[config.mk]
export PLATFORM = sky130hd
export DESIGN_NAME = dbus_xcvr
export DESIGN_NICKNAME = d
export VERILOG_FILES = /design/src/rtl/dbus_pkg.sv /design/src/rtl/dbus_parity_gate.sv /design/src/rtl/dbus_poll_timer.sv /design/src/rtl/dbus_xcvr.sv
export SDC_FILE = /design/constraint.sdc
export NUM_CORES = 1
export LEC_CHECK = 0
export BUFFER_PORTS_ARGS = -buffer_cell sky130_fd_sc_hd__buf_2
export CAP_MARGIN = 20
export CORE_UTILIZATION = 50
export CTS_CLUSTER_DIAMETER = 200
export CTS_CLUSTER_SIZE = 10
export DETAILED_ROUTE_END_ITERATION = 7
export MAX_ROUTING_LAYER = met4
export PLACE_DENSITY_LB_ADDON = 0.08
export REMOVE_ABC_BUFFERS = 1
export SLEW_MARGIN = 20
export SYNTH_ARGS = -nofsm -noshare
export SYNTH_HDL_FRONTEND = slang
export SYNTH_SLANG_ARGS = --single-unit
[constraint.sdc]
create_clock -name clk -period 2.16 [get_ports clk]
set_input_delay 0.432 -clock clk [delete_from_list [all_inputs] [get_ports clk]]
set_output_delay 0.432 -clock clk [all_outputs]
set_load 0.02 [all_outputs]
[src/rtl/dbus_pkg.sv]
package dbus_pkg;

    typedef enum logic [1:0] {
        PH_NEW  = 2'd0,
        PH_EVEN = 2'd1,
        PH_ODD  = 2'd2,
        PH_IDLE = 2'd3
    } phase_e;

    localparam int unsigned PB_ATTN_BIT = 3;
    localparam logic [7:0]  PB_RESET    = 8'h3C;

    // reply bytes that never raise attention
    function automatic logic quiet_byte(input logic [7:0] b);
        return (b == 8'h00) || (b == 8'hFF);
    endfunction

endpackage

[src/rtl/dbus_parity_gate.sv]
module dbus_parity_gate
    import dbus_pkg::*;
(
    input  phase_e phase_i,
    input  logic   idx_odd_i,
    output logic   ok_o
);
    always_comb begin
        unique case (phase_i)
            PH_NEW:  ok_o = 1'b1;
            PH_EVEN: ok_o = idx_odd_i;
            PH_ODD:  ok_o = !idx_odd_i;
            default: ok_o = 1'b0;
        endcase
    end
endmodule

[src/rtl/dbus_poll_timer.sv]
module dbus_poll_timer #(
    parameter int unsigned POLL_CYCLES = 4_000_000,
    localparam int unsigned CNT_W = $clog2(POLL_CYCLES)
) (
    input  logic clk,
    input  logic rst_n,
    output logic tick_o
);
    logic [CNT_W-1:0] cnt_d, cnt_q;

    always_comb begin
        tick_o = (cnt_q == CNT_W'(POLL_CYCLES - 1));
        cnt_d  = tick_o ? '0 : cnt_q + 1'b1;
    end

    always_ff @(posedge clk) begin
        if (!rst_n) cnt_q <= '0;
        else        cnt_q <= cnt_d;
    end
endmodule

[src/rtl/dbus_xcvr.sv]
module dbus_xcvr
    import dbus_pkg::*;
#(
    parameter int unsigned DEPTH       = 8,
    parameter int unsigned POLL_CYCLES = 4_000_000,
    localparam int unsigned IDX_W = $clog2(DEPTH + 1),
    localparam int unsigned BUF_W = DEPTH * 8
) (
    input  logic             clk,
    input  logic             rst_n,
    input  logic             pb_wr_i,
    input  logic [7:0]       pb_wdata_i,
    input  logic             acr_dir_i,
    input  logic [7:0]       sr_i,
    output logic [7:0]       pb_o,
    output logic [7:0]       sr_o,
    output logic             data_rdy_o,
    output logic             ovf_o,
    output logic             req_valid_o,
    output logic             req_poll_o,
    output logic [IDX_W-1:0] req_len_o,
    output logic [BUF_W-1:0] req_bytes_o,
    input  logic             rsp_valid_i,
    input  logic             rsp_err_i,
    input  logic [IDX_W-1:0] rsp_len_i,
    input  logic [BUF_W-1:0] rsp_bytes_i
);
    typedef struct packed {
        logic [7:0]       pb;
        logic [7:0]       sr;
        logic             rdy;
        logic             ovf;
        logic             busy;
        logic             poll;
        logic [IDX_W-1:0] out_idx;
        logic [IDX_W-1:0] in_idx;
        logic [IDX_W-1:0] in_size;
        logic [BUF_W-1:0] out_buf;
        logic [BUF_W-1:0] in_buf;
    } st_t;

    st_t st_d, st_q;

    wire    unused_pb3 = pb_wdata_i[PB_ATTN_BIT];
    phase_e wr_ph, cur_ph;
    logic   out_ok, in_ok, poll_tick;
    logic   [7:0] in_byte;
    logic   [IDX_W-1:0] len_eff;
    logic   reply_done;

    assign wr_ph  = phase_e'(pb_wdata_i[5:4]);
    assign cur_ph = phase_e'(st_q.pb[5:4]);

    dbus_parity_gate u_out_gate (.phase_i(wr_ph), .idx_odd_i(st_q.out_idx[0]), .ok_o(out_ok));
    dbus_parity_gate u_in_gate  (.phase_i(wr_ph), .idx_odd_i(st_q.in_idx[0]),  .ok_o(in_ok));
    dbus_poll_timer #(.POLL_CYCLES(POLL_CYCLES)) u_poll (.clk(clk), .rst_n(rst_n), .tick_o(poll_tick));

    always_comb begin
        in_byte = 8'h00;
        for (int i = 0; i < DEPTH; i++) begin
            if (IDX_W'(i) == st_q.in_idx) in_byte = st_q.in_buf[i*8 +: 8];
        end
        len_eff    = (rsp_len_i > IDX_W'(DEPTH)) ? IDX_W'(DEPTH) : rsp_len_i;
        reply_done = (st_q.in_idx >= st_q.in_size);
    end

    always_comb begin
        st_d     = st_q;
        st_d.rdy = 1'b0;
        if (pb_wr_i) begin
            st_d.pb[7:4] = pb_wdata_i[7:4];
            st_d.pb[2:0] = pb_wdata_i[2:0];
        end
        if (st_q.busy) begin
            if (rsp_valid_i) begin
                st_d.busy = 1'b0;
                if (!st_q.poll) begin
                    st_d.out_idx = '0;
                    st_d.in_idx  = '0;
                    st_d.in_size = '0;
                    st_d.pb[PB_ATTN_BIT] = 1'b1;
                    if (rsp_err_i) begin
                        st_d.sr  = 8'hFF;
                        st_d.rdy = 1'b1;
                    end
                end
                if (!rsp_err_i && len_eff != '0) begin
                    st_d.in_buf  = rsp_bytes_i;
                    st_d.in_size = len_eff;
                    st_d.in_idx  = IDX_W'(1);
                    st_d.sr      = rsp_bytes_i[7:0];
                    st_d.rdy     = 1'b1;
                    st_d.pb[PB_ATTN_BIT] = quiet_byte(rsp_bytes_i[7:0]);
                end
            end
        end else if (pb_wr_i) begin
            st_d.pb[PB_ATTN_BIT] = 1'b1;
            if (acr_dir_i) begin
                if (wr_ph == PH_NEW) begin
                    st_d.out_buf[7:0]    = sr_i;
                    st_d.out_idx         = IDX_W'(1);
                    st_d.rdy             = 1'b1;
                    st_d.pb[PB_ATTN_BIT] = 1'b0;
                end else if (out_ok) begin
                    if (st_q.out_idx == IDX_W'(DEPTH)) begin
                        st_d.ovf = 1'b1;
                    end else begin
                        for (int i = 0; i < DEPTH; i++) begin
                            if (IDX_W'(i) == st_q.out_idx) st_d.out_buf[i*8 +: 8] = sr_i;
                        end
                        st_d.out_idx         = st_q.out_idx + 1'b1;
                        st_d.rdy             = 1'b1;
                        st_d.pb[PB_ATTN_BIT] = 1'b0;
                    end
                end
            end else begin
                unique case (wr_ph)
                    PH_NEW: ;
                    PH_IDLE: begin
                        if (st_q.out_idx != '0) begin
                            st_d.busy = 1'b1;
                            st_d.poll = 1'b0;
                        end
                    end
                    default: begin
                        if (reply_done) begin
                            st_d.sr  = 8'h00;
                            st_d.rdy = 1'b1;
                        end else if (in_ok) begin
                            st_d.sr              = in_byte;
                            st_d.in_idx          = st_q.in_idx + 1'b1;
                            st_d.rdy             = 1'b1;
                            st_d.pb[PB_ATTN_BIT] = quiet_byte(in_byte);
                        end
                    end
                endcase
            end
        end else if (poll_tick && cur_ph == PH_IDLE && st_q.pb[PB_ATTN_BIT]
                     && st_q.out_idx == '0 && reply_done) begin
            st_d.busy = 1'b1;
            st_d.poll = 1'b1;
        end
    end

    always_ff @(posedge clk) begin
        if (!rst_n) begin
            st_q    <= '0;
            st_q.pb <= PB_RESET;
        end else begin
            st_q    <= st_d;
        end
    end

    assign pb_o        = st_q.pb;
    assign sr_o        = st_q.sr;
    assign data_rdy_o  = st_q.rdy;
    assign ovf_o       = st_q.ovf;
    assign req_valid_o = st_q.busy;
    assign req_poll_o  = st_q.poll;
    assign req_len_o   = st_q.out_idx;
    assign req_bytes_o = st_q.out_buf;

    // attention only drops together with a data-ready pulse
    assert_attn_fall_rdy_R3: assert property (@(posedge clk) disable iff (!rst_n)
        $fell(pb_o[PB_ATTN_BIT]) |-> data_rdy_o);

    assert_idle_refuse_R5: assert property (@(posedge clk) disable iff (!rst_n)
        (pb_wr_i && !req_valid_o && acr_dir_i && pb_wdata_i[5:4] == 2'd3)
        |=> (pb_o[PB_ATTN_BIT] && !data_rdy_o));

    assert_ovf_sticky_R6: assert property (@(posedge clk) disable iff (!rst_n)
        ovf_o |=> ovf_o);

    assert_idx_bound_R6: assert property (@(posedge clk) disable iff (!rst_n)
        req_len_o <= IDX_W'(DEPTH));

    assert_req_hold_R7: assert property (@(posedge clk) disable iff (!rst_n)
        (req_valid_o && !rsp_valid_i) |=> (req_valid_o && $stable(req_len_o) && $stable(req_poll_o)));

    assert_new_in_noop_R11: assert property (@(posedge clk) disable iff (!rst_n)
        (pb_wr_i && !req_valid_o && !acr_dir_i && pb_wdata_i[5:4] == 2'd0)
        |=> ($stable(sr_o) && !data_rdy_o && pb_o[PB_ATTN_BIT]));

    assert_poll_empty_R12: assert property (@(posedge clk) disable iff (!rst_n)
        (req_valid_o && req_poll_o) |-> (req_len_o == '0));

    assert_busy_no_move_R13: assert property (@(posedge clk) disable iff (!rst_n)
        (req_valid_o && !rsp_valid_i) |=> !data_rdy_o);

endmodule

==> results.sh <==
export IMPL_portBuffers=176
export IMPL_seq_area_um2=3650
export IMPL_tns_ns=-0.0360
export IMPL_pwr_share_clk=0.454
export IMPL_cp_common_cell="a32oi_1"
export IMPL_die_area_um2=18100
export IMPL_wirelength_um=21400
export IMPL_hold_viol_final=0
export IMPL_area_delta_synth_final_pct=19.2
export IMPL_vias=7492
export IMPL_netSwitchingFraction=0.232
export IMPL_clock_path_buffers=2
export IMPL_slew_violations=0
export IMPL_power_density_nw_per_um2=677
export IMPL_fin_nets=1288
export IMPL_row_count=48
export IMPL_grt_pass1_vias=6892
export IMPL_fin_util=0.609
export IMPL_synth_edf_count=0
export IMPL_worstPathRequired_ns=2.51
export IMPL_grt_pass1_wl_um=34100
export IMPL_clk_pin_slew_worst_paths_ns=0.07
export IMPL_die_w_um=135
export IMPL_timing_slew_headroom=0.646
export IMPL_regToRegStartpoint="st_q[133]"
export IMPL_async_flop_share=0
export IMPL_io_pins=178
export IMPL_cap_viol_max_count=0
export IMPL_worst_pin_slew_ns=0.530
export IMPL_cts_root_buf="clkbuf_16"
export IMPL_coreArea_um2=17200
export IMPL_path_delay_family="compound AO/OA/AOI/OAI gates"
export IMPL_period_share=1.02
export IMPL_criticalPathCategory="flop to flop"
export IMPL_cts_tree="yes"
export IMPL_final_common_cell="nand2_1"
export IMPL_p_seq_frac=0.480
export IMPL_final_cell_mix="225 x nand2_1, 180 x dfxtp_1, 175 x buf_2"
export IMPL_pwr_share_comb=0.066
export IMPL_slowest_delay_ns=0.39
export IMPL_die_y_um=135
export IMPL_setup_ws_ns=-0.0360
export IMPL_synth_area_leader_cell="dfxtp_1"
export IMPL_grt_ovfl_total=0
export IMPL_rsz0062_at_grt="true"
export IMPL_synthTopCellsByArea="dfxtp_1 41%, a21boi_0 10%, nand2_1 9.6%, buf_4 7.2%, nand3_1 4.0%"
export IMPL_antenna_cells=0
export IMPL_vdd_drop_max_uv=565
export IMPL_synth_seq_cells=182
export IMPL_p_sw_mw=1.65
export IMPL_multiInputGateArea_um2=4430
export IMPL_path_max_fanout=4
export IMPL_firstDrtPassIters=5
export IMPL_ys_warn_count=0
export IMPL_grt_start_max_net_pins=66
export IMPL_worst_path_buf_inv=1
export IMPL_syn_inst=1069
export IMPL_min_period_ns=2.20
export IMPL_dp_hpwl_um=15200
export IMPL_routed_via_density=5.27
export IMPL_hold_class="primary input to flop"
export IMPL_p_int_mw=5.46
export IMPL_max_freq_mhz=455
export IMPL_crit_path_top_delay_cell="dfxtp_4"
export IMPL_crit_arrival_ns=2.55
export IMPL_leakage_nw=4.15
export IMPL_fillers=1619
export IMPL_drive_above_1_share=0.271
export IMPL_gp_congestion=0.893
export IMPL_min_from="pb_wdata_i[2]"
export IMPL_end_kind="flop"
export IMPL_drtAntennaViolNets=0
export IMPL_h_tree_depth=4
export IMPL_crit_path_cell_trace="inv_1 > ha_1 > nor2b_1 > a221o_1 > a32oi_1 > o21ai_2 > a2111oi_4 > nand4_1 > a32oi_1"
export IMPL_antenna_found_initial=0
export IMPL_wire_per_inst_um=15.1
export IMPL_setup_viol=1
export IMPL_clk_latency_ns=0.43
export IMPL_cp_start_kind="flop"
export IMPL_status="finished, violations left"
export IMPL_cts_buffers=17
export IMPL_violations="negative setup slack"
export IMPL_initial_core_util=0.510
export IMPL_grt_usage=0.246
export IMPL_first_iter_violations=374
export IMPL_clock_sinks=182
export IMPL_synth_cell_types=57
export IMPL_ys_flop_type="dfxtp_1"
export IMPL_synth_top_area_share=0.414
export IMPL_drc_errors=0
export IMPL_ys_seq_area_frac=0.414
export IMPL_syn_area_um2=8800
export IMPL_finalClockSkew_ns=0.00927
export IMPL_synth_area_per_cell_um2=8.23
export IMPL_setup_worst_path_start="st_q[133]"
## synth_stat cells (3+ instances only)
library cell and n:
o221ai_1 5, a21oi_1 38, or3_1 5, clkbuf_1 52
nand3_1 71, nand2_1 225, o211ai_1 3, o22ai_1 4
a21o_1 3, o22a_1 3, a2111oi_4 3, a21boi_0 122
buf_1 8, buf_4 84, and3_1 8, ha_1 15
nand2b_1 4, xor2_1 13, xnor2_1 7, a31oi_1 3
mux2i_1 18, nor3_1 6, and2_1 7, nor2_1 49
nor3b_1 4, o21ai_0 28, a221oi_1 6, inv_1 16
nor2b_1 22, o21bai_1 3, nand4_1 7, a32oi_1 4
nor4_1 4, dfxtp_1 182, buf_2 4, a211oi_1 6
a221o_1 4
## state kept, by name (all words and copies together), names as in the netlist, 4 cells and up
| register | count |
|---|---|
| u_poll.cnt_q | 22 |
| sr_o | 8 |
| req_bytes_o | 64 |
| req_len_o | 4 |
| pb_o | 8 |
| st_q | 72 |
## path summary, 6_finish.rpt
path,endpoint,slack (ns),cells past startpoint
max,pb_o[3],-0.04,9
max reg2reg,pb_o[3],-0.04,9
min reg2reg,u_poll.cnt_q[0],0.44,1
min,pb_o[2],0.22,3
## tightest hold or removal path, cell delays in order
cell and delay (ns):
buf_2 0.08, mux2i_1 0.06, nand2_1 0.06
## metrics by stage
stage          worst slack (ns)  hold slack, ns  std cells  power, mW  area (µm²)
2_1_floorplan             -1.21           0.413        919       3.68        7900
3_3_place_gp             -0.119           0.430       1384       3.94        9630
6_report                -0.0360           0.219       1421       7.11       10500
5_1_grt                  -0.142           0.218       1421       7.33       10500
3_5_place_dp             -0.181           0.430       1384       3.94        9630
4_1_cts                 0.00321           0.209       1418       7.16       10300
## logic make-up after synthesis
logic type               Yosys count  share of synthesized area
AO/OA/AOI/OAI                    245                      0.201
XOR/XNOR                          20                     0.0199
adder cells (fa/ha/maj)           15                     0.0213
buffers and inverters            167                      0.109
flip-flops                       182                      0.414
multiplexers                      18                     0.0205
AND/OR/NAND/NOR                  422                      0.214
## power groups by stage
stage | Combinational, mW | Sequential [mW] | Clock (mW)
after floorplan | 0.157 | 3.52 | 0
final | 0.467 | 3.41 | 3.23
after CTS | 0.458 | 3.41 | 3.29
after global placement | 0.452 | 3.49 | 0
after detailed placement | 0.454 | 3.49 | 0
after global routing | 0.509 | 3.41 | 3.41
## layer usage
metal | wire, µm | vias up | GRT usage
met5 | 0 | - | -
met4 | 518 | 0 | 0.0880
met3 | 1020 | 30 | 0.0465
met2 | 10000 | 211 | 0.384
met1 | 9870 | 3461 | 0.316
li1 | - | 3790 | -
## final cells by class
cell class                 instances  share of cell area
multi-input combinational        721               0.422
clock buffer                      19              0.0422
timing repair buffer             244               0.139
sequential                       182               0.348
clock inverter                    13              0.0159
tap                              225              0.0268
inverter                          17             0.00608
## what timing repair did
action                                  4_1_cts  5_1_grt
buffers inserted                              2        2
pin swaps                                    12        4
endpoints found under the setup margin       13       13
resized for setup                            18       37
cloned                                        0        1
hold buffers                                  0        0
Note: power is estimated with default switching activity, not from simulation.
